**config.mk**
```make
export PLATFORM = sky130hd
export DESIGN_NAME = fab_rst_seq
export DESIGN_NICKNAME = d
export VERILOG_FILES = /design/src/rtl/fab_rst_seq_pkg.sv /design/src/rtl/frs_sync.sv /design/src/rtl/frs_release.sv /design/src/rtl/frs_handshake.sv /design/src/rtl/frs_cause.sv /design/src/rtl/fab_rst_seq.sv
export SDC_FILE = /design/constraint.sdc
export NUM_CORES = 1
export LEC_CHECK = 0
export ABC_AREA = 1
export BUFFER_PORTS_ARGS = -buffer_cell sky130_fd_sc_hd__clkbuf_2
export CELL_PAD_IN_SITES_DETAIL_PLACEMENT = 1
export CELL_PAD_IN_SITES_GLOBAL_PLACEMENT = 1
export CORE_MARGIN = 2
export CORE_UTILIZATION = 37
export CTS_CLUSTER_SIZE = 30
export DETAILED_ROUTE_END_ITERATION = 8
export PLACE_DENSITY = 0.72
export SYNTH_ARGS = -nofsm -noshare
export SYNTH_HDL_FRONTEND = slang
export SYNTH_SLANG_ARGS = --single-unit
```
**constraint.sdc**
```tcl
create_clock -name clk_i -period 1.23 [get_ports clk_i]
set_input_delay 0.246 -clock clk_i [delete_from_list [all_inputs] [get_ports clk_i]]
set_output_delay 0.246 -clock clk_i [all_outputs]
set_load 0.03 [all_outputs]
```
**src/rtl/fab_rst_seq_pkg.sv**
```systemverilog
package fab_rst_seq_pkg;
  typedef enum logic [1:0] {
    CAUSE_NONE = 2'd0,
    CAUSE_COLD = 2'd1,
    CAUSE_WARM = 2'd2,
    CAUSE_WDOG = 2'd3
  } rst_cause_e;

  typedef enum logic [1:0] {
    HS_IDLE    = 2'd0,
    HS_QUIESCE = 2'd1,
    HS_ACK     = 2'd2
  } hs_state_e;
endpackage

```
**src/rtl/frs_sync.sv**
```systemverilog
module frs_sync #(
  parameter int unsigned W       = 1,
  parameter int unsigned STAGES  = 2,
  parameter logic        RST_VAL = 1'b0
) (
  input  logic         clk_i,
  input  logic         rst_ni,
  input  logic [W-1:0] d_i,
  output logic [W-1:0] q_o
);
  logic [W-1:0] stage_q [STAGES];

  always_ff @(posedge clk_i or negedge rst_ni) begin
    if (!rst_ni) begin
      for (int i = 0; i < STAGES; i++) stage_q[i] <= {W{RST_VAL}};
    end else begin
      stage_q[0] <= d_i;
      for (int i = 1; i < STAGES; i++) stage_q[i] <= stage_q[i-1];
    end
  end

  assign q_o = stage_q[STAGES-1];
endmodule

```
**src/rtl/frs_release.sv**
```systemverilog
module frs_release #(
  parameter int unsigned RELEASE_DLY = 16
) (
  input  logic clk_i,
  input  logic hold_ni,
  input  logic stat_ok_i,
  output logic app_rst_o
);
  localparam int unsigned CW = (RELEASE_DLY > 0) ? $clog2(RELEASE_DLY + 1) : 1;
  localparam logic [CW-1:0] CNT_END = CW'(RELEASE_DLY);

  logic          arm1_q, arm2_q, rel_q;
  logic [CW-1:0] cnt_q;
  logic          cond;

  always_ff @(posedge clk_i or negedge hold_ni) begin
    if (!hold_ni) begin
      arm1_q <= 1'b0;
      arm2_q <= 1'b0;
    end else begin
      arm1_q <= 1'b1;
      arm2_q <= arm1_q;
    end
  end

  assign cond = arm2_q & stat_ok_i;

  always_ff @(posedge clk_i or negedge hold_ni) begin
    if (!hold_ni) begin
      cnt_q <= '0;
      rel_q <= 1'b0;
    end else if (!cond) begin
      cnt_q <= '0;
      rel_q <= 1'b0;
    end else if (cnt_q == CNT_END) begin
      rel_q <= 1'b1;
    end else begin
      cnt_q <= cnt_q + 1'b1;
    end
  end

  assign app_rst_o = ~rel_q;

  // release only after a cycle in which every condition held
  a_r2_release_gate: assert property (@(posedge clk_i) disable iff (!hold_ni)
    $fell(app_rst_o) |-> $past(arm2_q && stat_ok_i));
  // a missing ready bit re-asserts reset on the next edge
  a_r5_status_drop: assert property (@(posedge clk_i) disable iff (!hold_ni)
    !stat_ok_i |=> app_rst_o);
endmodule

```
**src/rtl/frs_handshake.sv**
```systemverilog
module frs_handshake
  import fab_rst_seq_pkg::*;
#(
  parameter int unsigned QUIESCE_TMO = 1024
) (
  input  logic clk_i,
  input  logic rst_ni,
  input  logic pend_ns_i,
  input  logic qdone_s_i,
  input  logic wdog_s_i,
  output logic quiesce_req_o,
  output logic rst_ack_no
);
  localparam int unsigned TW = $clog2(QUIESCE_TMO + 1);
  localparam logic [TW-1:0] TMO_LAST = TW'(QUIESCE_TMO - 1);

  hs_state_e     state_q, state_d;
  logic [TW-1:0] tmo_q;

  always_comb begin
    state_d = state_q;
    if (wdog_s_i) begin
      state_d = HS_IDLE;
    end else begin
      unique case (state_q)
        HS_IDLE:    if (!pend_ns_i) state_d = HS_QUIESCE;
        HS_QUIESCE: if (pend_ns_i) state_d = HS_IDLE;
                    else if (qdone_s_i || tmo_q == TMO_LAST) state_d = HS_ACK;
        HS_ACK:     if (pend_ns_i) state_d = HS_IDLE;
        default:    state_d = HS_IDLE;
      endcase
    end
  end

  always_ff @(posedge clk_i or negedge rst_ni) begin
    if (!rst_ni) begin
      state_q <= HS_IDLE;
      tmo_q   <= '0;
    end else begin
      state_q <= state_d;
      tmo_q   <= (state_q == HS_QUIESCE) ? tmo_q + 1'b1 : '0;
    end
  end

  assign quiesce_req_o = (state_q == HS_QUIESCE) || (state_q == HS_ACK);
  assign rst_ack_no    = (state_q != HS_ACK);

  // no acknowledge while a watchdog reset is flagged
  a_r9_wdog_no_ack: assert property (@(posedge clk_i) disable iff (!rst_ni)
    wdog_s_i |=> rst_ack_no);
  // acknowledge is preceded by a quiesce request
  a_r7_ack_after_quiesce: assert property (@(posedge clk_i) disable iff (!rst_ni)
    $fell(rst_ack_no) |-> $past(quiesce_req_o));
  // acknowledge held while the request stays low
  a_r8_ack_hold: assert property (@(posedge clk_i) disable iff (!rst_ni)
    (!rst_ack_no && !pend_ns_i && !wdog_s_i) |=> !rst_ack_no);
endmodule

```
**src/rtl/frs_cause.sv**
```systemverilog
module frs_cause
  import fab_rst_seq_pkg::*;
(
  input  logic       clk_i,
  input  logic       rst_ni,
  input  logic       prst_s_i,
  input  logic       cold_s_i,
  input  logic       wdog_s_i,
  output logic [1:0] cause_o
);
  logic       prst_prev_q, wdog_prev_q, evt;
  rst_cause_e cause_q;

  assign evt = (prst_s_i & ~prst_prev_q) | (wdog_s_i & ~wdog_prev_q);

  always_ff @(posedge clk_i or negedge rst_ni) begin
    if (!rst_ni) begin
      prst_prev_q <= 1'b0;
      wdog_prev_q <= 1'b0;
      cause_q     <= CAUSE_NONE;
    end else begin
      prst_prev_q <= prst_s_i;
      wdog_prev_q <= wdog_s_i;
      if (evt) begin
        if (wdog_s_i)      cause_q <= CAUSE_WDOG;
        else if (cold_s_i) cause_q <= CAUSE_COLD;
        else               cause_q <= CAUSE_WARM;
      end
    end
  end

  assign cause_o = cause_q;

  // watchdog flag always records the watchdog code
  a_r10_wdog_cause: assert property (@(posedge clk_i) disable iff (!rst_ni)
    $rose(wdog_s_i) |=> (cause_o == CAUSE_WDOG));
endmodule

```
**src/rtl/fab_rst_seq.sv**
```systemverilog
module fab_rst_seq #(
  parameter int unsigned STAT_W      = 32,
  parameter int unsigned RELEASE_DLY = 16,
  parameter int unsigned QUIESCE_TMO = 1024
) (
  input  logic              clk_i,
  input  logic              rst_ni,
  input  logic              cfg_done_ni,
  input  logic              proc_rst_i,
  input  logic              proc_cold_i,
  input  logic              proc_wdog_i,
  input  logic [STAT_W-1:0] proc_status_i,
  input  logic [STAT_W-1:0] ready_mask_i,
  input  logic              rst_pend_ni,
  input  logic              quiesce_done_i,
  output logic              rst_ack_no,
  output logic              quiesce_req_o,
  output logic              app_rst_o,
  output logic [1:0]        cause_o
);
  logic [STAT_W-1:0] stat_s;
  logic [3:0]        ctl_s;
  logic              pend_ns;
  logic              hold_n, stat_ok;

  frs_sync #(.W(STAT_W), .RST_VAL(1'b0)) u_stat_sync (
    .clk_i, .rst_ni, .d_i(proc_status_i), .q_o(stat_s));

  frs_sync #(.W(4), .RST_VAL(1'b0)) u_ctl_sync (
    .clk_i, .rst_ni,
    .d_i({quiesce_done_i, proc_wdog_i, proc_cold_i, proc_rst_i}),
    .q_o(ctl_s));

  frs_sync #(.W(1), .RST_VAL(1'b1)) u_pend_sync (
    .clk_i, .rst_ni, .d_i(rst_pend_ni), .q_o(pend_ns));

  assign hold_n  = rst_ni & ~cfg_done_ni & ~proc_rst_i & ~proc_wdog_i;
  assign stat_ok = ((stat_s & ready_mask_i) == ready_mask_i);

  frs_release #(.RELEASE_DLY(RELEASE_DLY)) u_release (
    .clk_i, .hold_ni(hold_n), .stat_ok_i(stat_ok), .app_rst_o);

  frs_handshake #(.QUIESCE_TMO(QUIESCE_TMO)) u_hs (
    .clk_i, .rst_ni, .pend_ns_i(pend_ns), .qdone_s_i(ctl_s[3]),
    .wdog_s_i(ctl_s[2]), .quiesce_req_o, .rst_ack_no);

  frs_cause u_cause (
    .clk_i, .rst_ni, .prst_s_i(ctl_s[0]), .cold_s_i(ctl_s[1]),
    .wdog_s_i(ctl_s[2]), .cause_o);

  // any hard hold condition keeps the application in reset
  a_r4_hold_forces_reset: assert property (@(posedge clk_i) disable iff (!rst_ni)
    !hold_n |-> app_rst_o);
endmodule

```
==> impl_metrics.py <==
metrics = {
    "routing": {
        "first_iter_violations": 31,
        "via_count": 2380,
        "dr.pass1.iters": 4,
        "ant_nets": 0,
        "via_per_inst": 4.46,
        "wl_um": 8030,
        "wire_per_inst_um": 15.0,
        "drc": 0,
    },
    "sta": {
        "fin_crit_ns": 1.47,
        "holdWs_ns": 0.0344,
        "fin_skew_ns": 0.0149,
        "rsz0062_at_grt": "yes",
        "finalMaxSlewViolations": 0,
        "setup_viol": 16,
        "timing.final.crit_share": 1.20,
        "final_hold_viol_count": 0,
        "fin_ws_ns": -0.244,
        "max_freq_mhz": 679,
    },
    "worst_setup_path": {
        "critPathMaxStageDelay_ns": 0.43,
        "worstPathRequired_ns": 0.98,
        "worstPathCellList": "inv_2, ha_4, buf_8",
        "critPathKind": "flop to output port",
        "critPathSlowestCell": "dfrtp_1",
        "reg2regPathDepth": 10,
        "endpoint_kind": "output port",
        "worst_ep_arrival_time_ns": 1.23,
        "startpoint": "u_hs.state_q[1]$_DFFE_PN0P_",
        "r2r_start": "u_hs.tmo_q[1]$_DFF_PN0_",
        "cp_max_fo": 3,
        "cp-start-kind": "flop",
    },
    "synth": {
        "synth_area_um2": 3380,
        "yosysSeqAreaShare": 0.735,
        "ys_ff_latch": 99,
        "synth_cell_types": 27,
        "yosysTopAreaCellShare": 0.719,
        "ys_warn_count": 0,
        "syn-num-nets": 359,
        "synth_area_per_cell_um2": 12.0,
        "synthTopCellsByArea": "dfrtp_1 72%, nand2_1 5.3%, inv_1 5.2%",
        "synth_top_cell_by_area": "dfrtp_1",
        "netlist_instances": 281,
    },
    "place": {
        "gp_congestion": 0.727,
        "dp_slack_ns": -0.162,
        "dpl_cell_area_um2": 4000,
        "io_buffer_count": 76,
        "hpwl_um": 4930,
    },
    "floorplan": {
        "die_w_um": 99.5,
        "die_area_um2": 9900,
        "die_y_um": 99.5,
        "rows": 34,
        "initial_core_util": 0.385,
        "fp.coreArea_um2": 8760,
        "io_pins": 77,
    },
    "outcome": {
        "violations": "negative setup slack",
        "status": "finished with violations",
    },
    "cells_and_area": {
        "postLayoutCellArea_um2": 4770,
        "final_nets": 500,
        "diodes": 0,
        "fin_util": 0.544,
        "drive_gt1_frac": 0.364,
        "area_delta_synth_final_pct": 41.2,
    },
    "power": {
        "powerDensity_nw_per_um2": 1310,
        "p_leak_nw": 2.39,
        "irDropWorstVdd_mv": 0.740,
    },
    "grt": {
        "grt_max_degree": 45,
        "grt_pass1_wl_um": 13500,
        "grt-ovfl-total": 0,
        "antenna_found_initial": 0,
        "grt_pass1_vias": 2877,
        "grt_usage": 0.179,
    },
    "clock_tree": {
        "path_clk_slew_ns": 0.09,
        "cts_sinks": 99,
        "clock-root-buffer": "clkbuf_8",
        "cts_buffer_depth": 2,
        "htree_levels": 3,
        "cts_buffers": 9,
        "cts_tree": "built",
        "clock_latency_ns": 0.35,
    },
    "worst_hold_path": {
        "hold_start": "proc_rst_i",
        "whs_path_depth": 1,
        "holdCritPathClass": "input port to flop",
    },
    "run": {
        "maxCapViolCount": 0,
    },
}
kinds of logic after synthesis:
family | count (synthesis) | synth area share
flip-flops | 99 | 0.735
AND/OR/NAND/NOR | 94 | 0.133
buffers and inverters | 51 | 0.0571
AO/OA/AOI/OAI | 27 | 0.0445
adder cells (fa/ha/maj) | 6 | 0.0222
XOR/XNOR | 3 | 0.00778
other | 1 | 0.00111
synth_stat cells:
master / count
dfstp_2: 2
inv_2: 3
xor2_1: 2
xnor2_1: 1
nand2_1: 48
dfrtp_1: 97
nor3_1: 3
nor3_4: 1
nand3_1: 10
nor2_2: 2
nand3_2: 1
nor2_1: 20
a31oi_1: 1
a21oi_2: 2
inv_1: 47
nor2_4: 2
clkbuf_2: 1
nor4_1: 1
nand2_2: 2
nor3_2: 3
o22ai_1: 5
ha_1: 6
a21oi_1: 8
nand3_4: 1
conb_1: 1
o21ai_1: 5
o21ai_0: 6
state kept, by name (all words and copies together) (netlist names):
signal	count
u_release.rel_q	1
u_release.arm2_q	1
u_release.cnt_q	5
u_pend_sync.stage_q	1
u_hs.state_q	2
u_cause.prst_prev_q	1
u_stat_sync.q_o	32
u_ctl_sync.q_o	4
u_cause.cause_o	2
u_stat_sync.stage_q	32
u_hs.tmo_q	11
u_ctl_sync.stage_q	4
u_release.arm1_q	1
u_pend_sync.q_o	1
u_cause.wdog_prev_q	1
timing repair:
action / CTS / global route
hold endpoints to repair: 78 / 0
cloned: 0 / 0
pin swaps: 6 / 12
setup endpoints to repair: 16 / 21
resized for setup: 27 / 21
hold buffers: 37 / 0
buffers inserted: 4 / 6
path summary, 6_finish.rpt:
path | to | slack, ns
setup / recovery | quiesce_req_o | -0.24
hold / removal | u_ctl_sync.stage_q[4]$_DFF_PN0_ | 0.03
setup reg to reg | u_hs.state_q[0]$_DFFE_PN0P_ | -0.17
hold reg to reg | u_ctl_sync.q_o[0]$_DFF_PN0_ | 0.35
max in group asynchronous | u_release.cnt_q[4]$_DFFE_PN0P_ | 0.30
min in group asynchronous | u_release.arm1_q$_DFF_PN0_ | 0.08
layout make-up:
type	count	area (µm²)
timing repair buffer	131	938
fill	939	4000
multi-input combinational	131	845
tap	108	135
inverter	50	188
clock inverter	6	57.6
clock buffer	9	124
sequential	99	2480
stage by stage:
step           std cells  total power (W)  TNS [ns]
6_report             534          0.00625     -1.67
2_1_floorplan        281          0.00380  -0.00549
5_1_grt              534          0.00656     -3.23
3_3_place_gp         475          0.00408    -0.399
4_1_cts              531          0.00622     -1.77
3_5_place_dp         475          0.00411    -0.957
metal layers:
layer  global-route usage  vias to the layer above  routed length [µm]
met5                    0                        -                   0
li1                     -                     1142                   -
met4               0.0453                        0                  66
met3               0.0513                        9                 373
met2                0.338                       66                4470
met1                0.195                     1163                3130
cell usage in the layout, fill, tap and decap left out, types with 2 or more instances in the layout:
cell,instances
a21oi_1,6
a21oi_2,4
buf_4,15
buf_6,4
buf_8,2
clkbuf_2,72
clkbuf_8,9
clkinv_4,3
dfrtp_1,97
dfstp_2,2
dlygate4sd3_1,37
ha_1,3
ha_4,2
inv_1,41
inv_2,9
inv_8,2
nand2_1,43
nand2_2,6
nand3_1,5
nand3_2,4
nand3_4,3
nor2_1,18
nor2_2,2
nor2_4,4
nor3_1,2
nor3_2,2
nor3_4,3
o21ai_0,4
o21ai_1,6
o22ai_1,4
xor2_1,2
report_power, final:
part           switching (W)  total [W]  internal [W]
clock                0.00117    0.00195      0.000772
sequential         0.0000747    0.00350       0.00342
combinational       0.000412   0.000803      0.000391
critical path, delay by kind of cell, from the launching register on:
kind,cells,cell delay (ns)
buffers and inverters,2,0.19
DFF,1,0.43
adders and majority gates,1,0.27
Note: power is estimated with default switching activity, not from simulation.
